**src/rtl/strap_pkg.sv**
```systemverilog
package strap_pkg;

    localparam int unsigned NUM_FS    = 4;
    localparam int unsigned NUM_STRAP = NUM_FS + 1;
    localparam int unsigned MODE_BIT  = NUM_FS;

    typedef enum logic {
        PH_WINDOW = 1'b0,
        PH_RUN    = 1'b1
    } phase_e;

    typedef struct packed {
        phase_e              phase;
        logic [NUM_FS-1:0]   fs;
        logic                mode;
    } seq_state_t;

endpackage

```
**src/rtl/strap_sync.sv**
```systemverilog
module strap_sync #(
    parameter int unsigned WIDTH   = 1,
    parameter logic        RST_VAL = 1'b0
) (
    input  logic             clk,
    input  logic             rst_n,
    input  logic [WIDTH-1:0] async_i,
    output logic [WIDTH-1:0] sync_o
);

    // one two-stage chain per bit
    for (genvar g = 0; g < WIDTH; g++) begin : g_bit
        logic [1:0] stage_d, stage_q;

        always_comb begin
            stage_d = {stage_q[0], async_i[g]};
        end

        always_ff @(posedge clk or negedge rst_n) begin
            if (!rst_n) stage_q <= {2{RST_VAL}};
            else        stage_q <= stage_d;
        end

        assign sync_o[g] = stage_q[1];
    end

endmodule

```
**src/rtl/strap_window_timer.sv**
```systemverilog
module strap_window_timer #(
    parameter int unsigned WIN_CYC = 28636
) (
    input  logic clk,
    input  logic rst_n,
    input  logic run_i,
    output logic last_o
);

    localparam int unsigned CW = $clog2(WIN_CYC + 1);
    localparam logic [CW-1:0] LAST_VAL = CW'(WIN_CYC - 1);

    logic [CW-1:0] cnt_d, cnt_q;

    always_comb begin
        cnt_d = cnt_q;
        if (run_i && (cnt_q != LAST_VAL)) cnt_d = cnt_q + 1'b1;
    end

    always_ff @(posedge clk or negedge rst_n) begin
        if (!rst_n) cnt_q <= '0;
        else        cnt_q <= cnt_d;
    end

    assign last_o = run_i && (cnt_q == LAST_VAL);

endmodule

```
**src/rtl/strap_pin_ctrl.sv**
```systemverilog
module strap_pin_ctrl #(
    parameter int unsigned NUM_PADS = 5
) (
    input  logic                done_i,
    input  logic                mode_i,
    input  logic                pin2_sync_i,
    output logic [NUM_PADS-1:0] pad_oe_o,
    output logic                clk_run_o,
    output logic                pin2_oe_o,
    output logic                stop_req_o
);

    for (genvar g = 0; g < NUM_PADS; g++) begin : g_oe
        assign pad_oe_o[g] = done_i;
    end

    always_comb begin
        clk_run_o  = done_i;
        pin2_oe_o  = done_i &  mode_i;
        stop_req_o = done_i & ~mode_i & ~pin2_sync_i;
    end

endmodule

```
**src/rtl/strap_capture.sv**
```systemverilog
module strap_capture
    import strap_pkg::*;
#(
    parameter int unsigned WIN_CYC = 28636
) (
    input  logic                 clk_ref,
    input  logic                 pwr_good,
    input  logic [NUM_STRAP-1:0] strap_pad_i,
    input  logic                 pin2_i,
    output logic [NUM_STRAP-1:0] strap_pad_oe,
    output logic [NUM_FS-1:0]    fsel,
    output logic                 mode_sel,
    output logic                 strap_done,
    output logic                 clk_run,
    output logic                 pin2_oe,
    output logic                 stop_req
);

    seq_state_t           st_d, st_q;
    logic [NUM_STRAP-1:0] pad_sync;
    logic                 pin2_sync;
    logic                 win_last;

    strap_sync #(.WIDTH(NUM_STRAP), .RST_VAL(1'b0)) i_pad_sync (
        .clk     (clk_ref),
        .rst_n   (pwr_good),
        .async_i (strap_pad_i),
        .sync_o  (pad_sync)
    );

    strap_sync #(.WIDTH(1), .RST_VAL(1'b1)) i_pin2_sync (
        .clk     (clk_ref),
        .rst_n   (pwr_good),
        .async_i (pin2_i),
        .sync_o  (pin2_sync)
    );

    strap_window_timer #(.WIN_CYC(WIN_CYC)) i_timer (
        .clk    (clk_ref),
        .rst_n  (pwr_good),
        .run_i  (st_q.phase == PH_WINDOW),
        .last_o (win_last)
    );

    always_comb begin
        st_d = st_q;
        if (win_last) begin
            st_d.phase = PH_RUN;
            st_d.fs    = pad_sync[NUM_FS-1:0];
            st_d.mode  = pad_sync[MODE_BIT];
        end
    end

    always_ff @(posedge clk_ref or negedge pwr_good) begin
        if (!pwr_good) st_q <= '{phase: PH_WINDOW, fs: '0, mode: 1'b0};
        else           st_q <= st_d;
    end

    assign strap_done = (st_q.phase == PH_RUN);
    assign fsel       = st_q.fs;
    assign mode_sel   = st_q.mode;

    strap_pin_ctrl #(.NUM_PADS(NUM_STRAP)) i_pin_ctrl (
        .done_i      (strap_done),
        .mode_i      (st_q.mode),
        .pin2_sync_i (pin2_sync),
        .pad_oe_o    (strap_pad_oe),
        .clk_run_o   (clk_run),
        .pin2_oe_o   (pin2_oe),
        .stop_req_o  (stop_req)
    );

endmodule

```
**config.mk**
```make
export PLATFORM = sky130hd
export DESIGN_NAME = strap_capture
export DESIGN_NICKNAME = d
export VERILOG_FILES = /design/src/rtl/strap_pkg.sv /design/src/rtl/strap_sync.sv /design/src/rtl/strap_window_timer.sv /design/src/rtl/strap_pin_ctrl.sv /design/src/rtl/strap_capture.sv
export SDC_FILE = /design/constraint.sdc
export NUM_CORES = 1
export LEC_CHECK = 0
export CAP_MARGIN = 20
export CORE_MARGIN = 2
export CORE_UTILIZATION = 65
export DETAILED_ROUTE_END_ITERATION = 10
export DONT_BUFFER_PORTS = 1
export GPL_TIMING_DRIVEN = 0
export HOLD_SLACK_MARGIN = 0.08
export PLACE_DENSITY = 0.79
export SYNTH_ARGS = -nofsm -noshare
export SYNTH_HDL_FRONTEND = slang
export SYNTH_HIERARCHICAL = 1
export SYNTH_SLANG_ARGS = --single-unit
```
**constraint.sdc**
```tcl
create_clock -name clk_ref -period 4.3 [get_ports clk_ref]
set_input_delay 0.86 -clock clk_ref [delete_from_list [all_inputs] [get_ports clk_ref]]
set_output_delay 0.86 -clock clk_ref [all_outputs]
set_load 0.02 [all_outputs]
```
Yosys cells after proc, flatten, opt, wreduce, memory -nomap -nowiden
Index checks and enable logic that the tools add are counted.
{ "op_classes": {"add_sub_neg": 1, "n_mul": 0, "n_div": 0, "order_cmp": 0, "n_eq_ne": 2, "n_shift": 0, "n_mux": 0, "n_bitwise": 6, "n_reduce_logical": 2} }
{ "op_table": {"columns": ["operator", "count"], "rows": [
  ["15-bit by 1-bit adder with 15-bit output (second input constant)", 1],
  ["15-bit == test (second input constant)", 1],
  ["15-bit inequality test (second input constant)", 1],
  ["1-bit AND", 3],
  ["1-bit inverter", 3],
  ["1-bit logical AND", 2]
]} }
{ "totals": {"regBits": 33, "latchBits": 0, "ramBits": 0, "rom_bits": 0, "input_bits": 8, "wordCells": 21, "memories": 0} }

Longest topological paths before layout
{ "logic_depth": {"word_depth": 3, "ltp_mapped": 5, "ltp_nobuf": 5} }

By module
The synthesis kept the hierarchy.
{ "modules_own_cells": {"columns": ["module", "n_inst", "cells_per_inst", "area_per_inst_um2", "seq_area_each_um2"], "rows": [
  ["strap_window_timer", 1, 62, 749.5, 375.4],
  ["strap_sync (i_pad_sync)", 1, 15, 287.8, 250.2],
  ["strap_capture", 1, 13, 216.5, 150.1],
  ["strap_pin_ctrl", 1, 8, 65.1, 0.0],
  ["strap_sync (i_pin2_sync)", 1, 2, 52.6, 52.6]
]} }

Worst setup path before layout
OpenSTA, ideal clock, no wires.
{ "synth_timing": {"path_kind": "reg-to-output", "from": "reg st_q (netlist bit strap_done)", "to": "out stop_req", "arrival_time_ns": 0.954, "slack_ns": 2.486, "stages_incl_launch_ff": 2, "n_path_buf": 0, "cell_sequence": "dfrtp_1 > nor3b_2"} }
{ "synth_between": {"elab_chain_cells": 2} }
{ "synth_lines": {"columns": ["element", "line", "rtl"], "rows": [
  ["start: declaration", "strap_capture.sv:19", "seq_state_t st_d, st_q;"],
  ["start signal: assignment", "strap_capture.sv:55", "if (!pwr_good) st_q <= '{phase: PH_WINDOW, fs: '0, mode: 1'b0};"],
  ["start signal: assignment", "strap_capture.sv:56", "else st_q <= st_d;"],
  ["1-bit AND (2 in series)", "strap_pin_ctrl.sv:20", "stop_req_o = done_i & ~mode_i & ~pin2_sync_i;"],
  ["end: declaration", "strap_capture.sv:16", "output logic stop_req"]
]} }
Every way passes these cells.

Worst setup path in the final report
Same ends and word-level chain as after synthesis.

==> flow_summary.html <==
<table>
<tr><th>Metric</th><th>Value</th></tr>
<tr><th colspan="2">Outcome</th></tr>
<tr><td>Outcome</td><td>finished clean</td></tr>
<tr><th colspan="2">CTS</th></tr>
<tr><td>Number of clock sinks seen by CTS</td><td>33</td></tr>
<tr><td>Clock insertion delay at the later pin of the skew report</td><td>between 0.3 and 0.4 ns</td></tr>
<tr><td>Number of buffers created by CTS</td><td>5</td></tr>
<tr><td>Count of H-tree levels built during CTS</td><td>2</td></tr>
<tr><td>CTS root buf</td><td>sky130_fd_sc_hd__clkbuf_4</td></tr>
<tr><td>Clock-pin slew reported for the worst setup and hold paths after clock tree synthesis</td><td>0.10 ns</td></tr>
<tr><td>Number of buffers inserted for hold repair after clock tree synthesis</td><td>0</td></tr>
<tr><td>Post-CTS resize count</td><td>0</td></tr>
<tr><td>Clock tree from TritonCTS</td><td>built</td></tr>
<tr><td>Largest buffer count on any clock path</td><td>2</td></tr>
<tr><td>Number of buffers inserted by post-CTS setup repair</td><td>0</td></tr>
<tr><th colspan="2">Floorplan</th></tr>
<tr><td>Top Ports</td><td>22</td></tr>
<tr><td>Vertical extent of the die</td><td>49.93 um</td></tr>
<tr><td>Starting density of the core</td><td>69.19%</td></tr>
<tr><td>Core outline area</td><td>0.001982 mm^2</td></tr>
<tr><td>Die Area</td><td>between 0.002 and 0.0025 mm^2</td></tr>
<tr><td>FP Rows</td><td>16</td></tr>
<tr><td>Die Wd</td><td>49.93 um</td></tr>
<tr><th colspan="2">Synth</th></tr>
<tr><td>Gate count after technology mapping</td><td>100</td></tr>
<tr><td>Avg Cell Area, Syn</td><td>13.71 um^2</td></tr>
<tr><td>Dominant cell type by area after synthesis</td><td>sky130_fd_sc_hd__dfrtp_1</td></tr>
<tr><td>Netlist area before placement</td><td>roughly 0.0014 mm^2</td></tr>
<tr><td>Share of the synthesized area in the top cell type</td><td>56.57%</td></tr>
<tr><td>Distinct cell type count after synthesis</td><td>25</td></tr>
<tr><td>Synth area leaders</td><td>sky130_fd_sc_hd__dfrtp_1 57%, sky130_fd_sc_hd__buf_4 6.0%, sky130_fd_sc_hd__xor2_1 5.7%</td></tr>
<tr><td>Yosys warning count</td><td>6</td></tr>
<tr><td>Part of the Yosys area used for sequential elements</td><td>60.40%</td></tr>
<tr><td>Count of state elements after synthesis</td><td>33</td></tr>
<tr><td>Net Count, Synth</td><td>109</td></tr>
<tr><th colspan="2">Timing</th></tr>
<tr><td>Peak clock frequency supported by timing</td><td>about 450 MHz</td></tr>
<tr><td>Transition time of the tightest slew-check pin</td><td>0.4095 ns</td></tr>
<tr><td>Final hold vios</td><td>0</td></tr>
<tr><td>Min cycle time layout</td><td>2.213 ns</td></tr>
<tr><td>Final worst-path cycle share</td><td>51.47%</td></tr>
<tr><td>Setup repair after global routing missed its margin</td><td>no</td></tr>
<tr><td>Number of slew-limit violations in the final report</td><td>0</td></tr>
<tr><td>Setup violations, final</td><td>0</td></tr>
<tr><td>Worst slew margin relative to its limit</td><td>72.70%</td></tr>
<tr><td>Setup_tns</td><td>0 ns</td></tr>
<tr><td>Worst hold margin</td><td>~0.23 ns</td></tr>
<tr><td>Worst Skew</td><td>about 0.010 ns</td></tr>
<tr><th colspan="2">Finish</th></tr>
<tr><td>Area growth from synthesis to layout</td><td>6.205%</td></tr>
<tr><td>Net total in the final layout</td><td>around 120</td></tr>
<tr><td>Ratio of cells with drive above 1 in the final layout</td><td>31.48%</td></tr>
<tr><td>Fill cell instance count of the final layout</td><td>124</td></tr>
<tr><td>Count of inserted antenna diode cells</td><td>0</td></tr>
<tr><td>Top library cells by usage in the layout, fill and taps aside</td><td>31 x sky130_fd_sc_hd__dfrtp_1, 11 x sky130_fd_sc_hd__buf_4, 9 x sky130_fd_sc_hd__xor2_1</td></tr>
<tr><td>Most common library cell in the layout ignoring fill and taps</td><td>sky130_fd_sc_hd__dfrtp_1</td></tr>
<tr><th colspan="2">Routing</th></tr>
<tr><td>Remaining DRCs</td><td>0</td></tr>
<tr><td>Count of vias placed by the detailed router</td><td>739</td></tr>
<tr><td>Drt initial violations</td><td>10</td></tr>
<tr><td>Final antenna-violating net count</td><td>0</td></tr>
<tr><td>Total wire length after detailed routing</td><td>around 1800 um</td></tr>
<tr><td>Per-cell routed wire length</td><td>13.67 um</td></tr>
<tr><td>Post-DR vias/cell</td><td>5.474</td></tr>
<tr><td>Number of detailed-routing iterations run before antenna repair</td><td>4</td></tr>
<tr><th colspan="2">Setup path</th></tr>
<tr><td>Worst-path cell chain</td><td>nor3b_2</td></tr>
<tr><td>Capturing element type of the critical path</td><td>primary output</td></tr>
<tr><td>Class of the most critical setup path</td><td>flip-flop to primary output</td></tr>
<tr><td>Critical-path maximum fanout</td><td>11</td></tr>
<tr><td>Category of the worst setup path launch point</td><td>flip-flop</td></tr>
<tr><td>Combined buffer and inverter count along the critical path</td><td>0</td></tr>
<tr><td>Largest stage delay, worst path</td><td>0.60 ns</td></tr>
<tr><td>CP Data Required Time</td><td>around 3.4 ns</td></tr>
<tr><td>Cell class contributing the biggest share of worst-path delay</td><td>flip-flops</td></tr>
<tr><td>Arrival time worst endpoint</td><td>1.35 ns</td></tr>
<tr><td>Slowest stage cell, crit path</td><td>sky130_fd_sc_hd__dfrtp_1</td></tr>
<tr><th colspan="2">Run</th></tr>
<tr><td>Max-cap violation count</td><td>0</td></tr>
<tr><th colspan="2">Global routing</th></tr>
<tr><td>Global-route wire length before repair</td><td>3098 um</td></tr>
<tr><td>Initial antenna violation count</td><td>0</td></tr>
<tr><td>Largest net degree at the start of global routing</td><td>34</td></tr>
<tr><td>Vias in the first global route</td><td>671</td></tr>
<tr><td>Total congestion overflow</td><td>0</td></tr>
<tr><td>Total GRT Usage</td><td>between 10% and 20%</td></tr>
<tr><th colspan="2">Min path</th></tr>
<tr><td>Type of the tightest min-delay check</td><td>input port to asynchronous set/reset pin</td></tr>
<tr><th colspan="2">Pwr</th></tr>
<tr><td>Power density of the placed cells</td><td>about 330 mW/mm^2</td></tr>
<tr><td>P_leak</td><td>0.7181 nW</td></tr>
<tr><td>Final Total Pwr</td><td>473.5 uW</td></tr>
<tr><td>IR Drop Worst-Case VDD</td><td>310.8 uV</td></tr>
<tr><th colspan="2">Place</th></tr>
<tr><td>Placer's final routability congestion estimate</td><td>0.7566</td></tr>
<tr><td>Detailed-placement wirelength estimate</td><td>1325 um</td></tr>
<tr><td>Port buffer count</td><td>0</td></tr>
</table>
-- synth_stat cells --
cell type and number:
sky130_fd_sc_hd__nand4bb_4 1, sky130_fd_sc_hd__buf_4 11, sky130_fd_sc_hd__dfstp_2 2, sky130_fd_sc_hd__xnor2_1 4, sky130_fd_sc_hd__mux2_2 5, sky130_fd_sc_hd__and2_1 1, sky130_fd_sc_hd__nand4_2 1, sky130_fd_sc_hd__inv_1 2
sky130_fd_sc_hd__ha_1 1, sky130_fd_sc_hd__nor2_1 3, sky130_fd_sc_hd__nand2_1 6, sky130_fd_sc_hd__nand4b_1 1, sky130_fd_sc_hd__mux2_4 1, sky130_fd_sc_hd__o41ai_4 1, sky130_fd_sc_hd__nand4_4 1, sky130_fd_sc_hd__nand3_1 3
sky130_fd_sc_hd__nor3b_2 1, sky130_fd_sc_hd__and2_2 1, sky130_fd_sc_hd__nor3_1 3, sky130_fd_sc_hd__o21ai_0 1, sky130_fd_sc_hd__or2_2 2, sky130_fd_sc_hd__nand4_1 3, sky130_fd_sc_hd__nor4_1 5, sky130_fd_sc_hd__xor2_1 9
sky130_fd_sc_hd__dfrtp_1 31
-- metrics by stage --
step | cells | setup slack [ns] | util, % | instance area (um^2)
floorplan | 100 | 2.486 | - | 1371
global placement | 127 | 2.347 | 70.90 | 1405
detailed placement | 127 | 2.329 | 70.90 | 1405
CTS | 135 | 2.044 | 73.48 | 1456
global route | 135 | 1.974 | 73.48 | 1456
finish | 135 | 2.087 | 73.48 | 1456
-- layer usage --
layer / share of wire [%] / vias to the layer above / track usage (%)
met3: 6.7 / 5 / 5.758
met4: 1.7 / 0 / 8.333
li1: - / 346 / -
met5: 0 / - / 0
met1: 43 / 356 / 24.32
met2: 49 / 32 / 24.67
-- power by group --
| group | switching, mW | total, mW | internal (mW) | leakage, nW |
|---|---|---|---|---|
| Sequential | 0.00146 | 0.318 | 0.317 | 0.417 |
| Combinational | 0.000460 | 0.00324 | 0.00278 | 0.270 |
| Clock | 0.0901 | 0.152 | 0.0622 | 0.0320 |
| Total | 0.0920 | 0.474 | 0.382 | 0.718 |
-- cells by family (layout without fill, tap and decap cells) --
kind of cell / Yosys count / in the layout / synth area share [%]
xor gates and xnor gates: 13 / 13 / 8.303
DFF: 33 / 33 / 60.40
adders and majority gates: 1 / 1 / 0.9123
AOI/OAI and AO/OA: 2 / 2 / 2.372
muxes: 6 / 6 / 5.200
buffers and inverters: 13 / 21 / 6.570
and+or+nand+nor: 32 / 32 / 16.24
-- cell type report --
| class | count | area [um^2] | area share, % |
|---|---|---|---|
| Buffer | 11 | 82.58 | 5.670 |
| Clock buffer | 6 | 41.29 | 2.835 |
| Clock inverter | 2 | 10.01 | 0.6873 |
| Inverter | 2 | 7.507 | 0.5155 |
| Multi-Input combinational cell | 54 | 452.9 | 31.10 |
| Sequential cell | 33 | 828.3 | 56.87 |
| Tap cell | 27 | 33.78 | 2.320 |
-- sequential cells by signal (all words and copies together) (netlist names) --
register,count
i_timer/cnt_q,15
i_pad_sync/g_bit.stage_q,10
fsel,4
i_pin2_sync/g_bit.stage_q,2
mode_sel,1
strap_done,1
-- path summary, 6_finish.rpt --
kind,from,endpoint,slack (ns),cells past startpoint
setup / recovery,strap_done,stop_req,2.09,1
hold / removal,pwr_good,mode_sel,0.23,0
setup reg to reg,i_timer/cnt_q[0],fsel[0],2.30,5
hold reg to reg,i_pad_sync/g_bit[2].stage_q[0],i_pad_sync/g_bit[2].stage_q[1],0.35,0
max in group asynchronous,pwr_good,i_pin2_sync/g_bit[0].stage_q[0],3.90,0
min in group clk_ref,i_pad_sync/g_bit[2].stage_q[0],i_pad_sync/g_bit[2].stage_q[1],0.35,0
No activity file was read; power rests on OpenSTA's default activity.
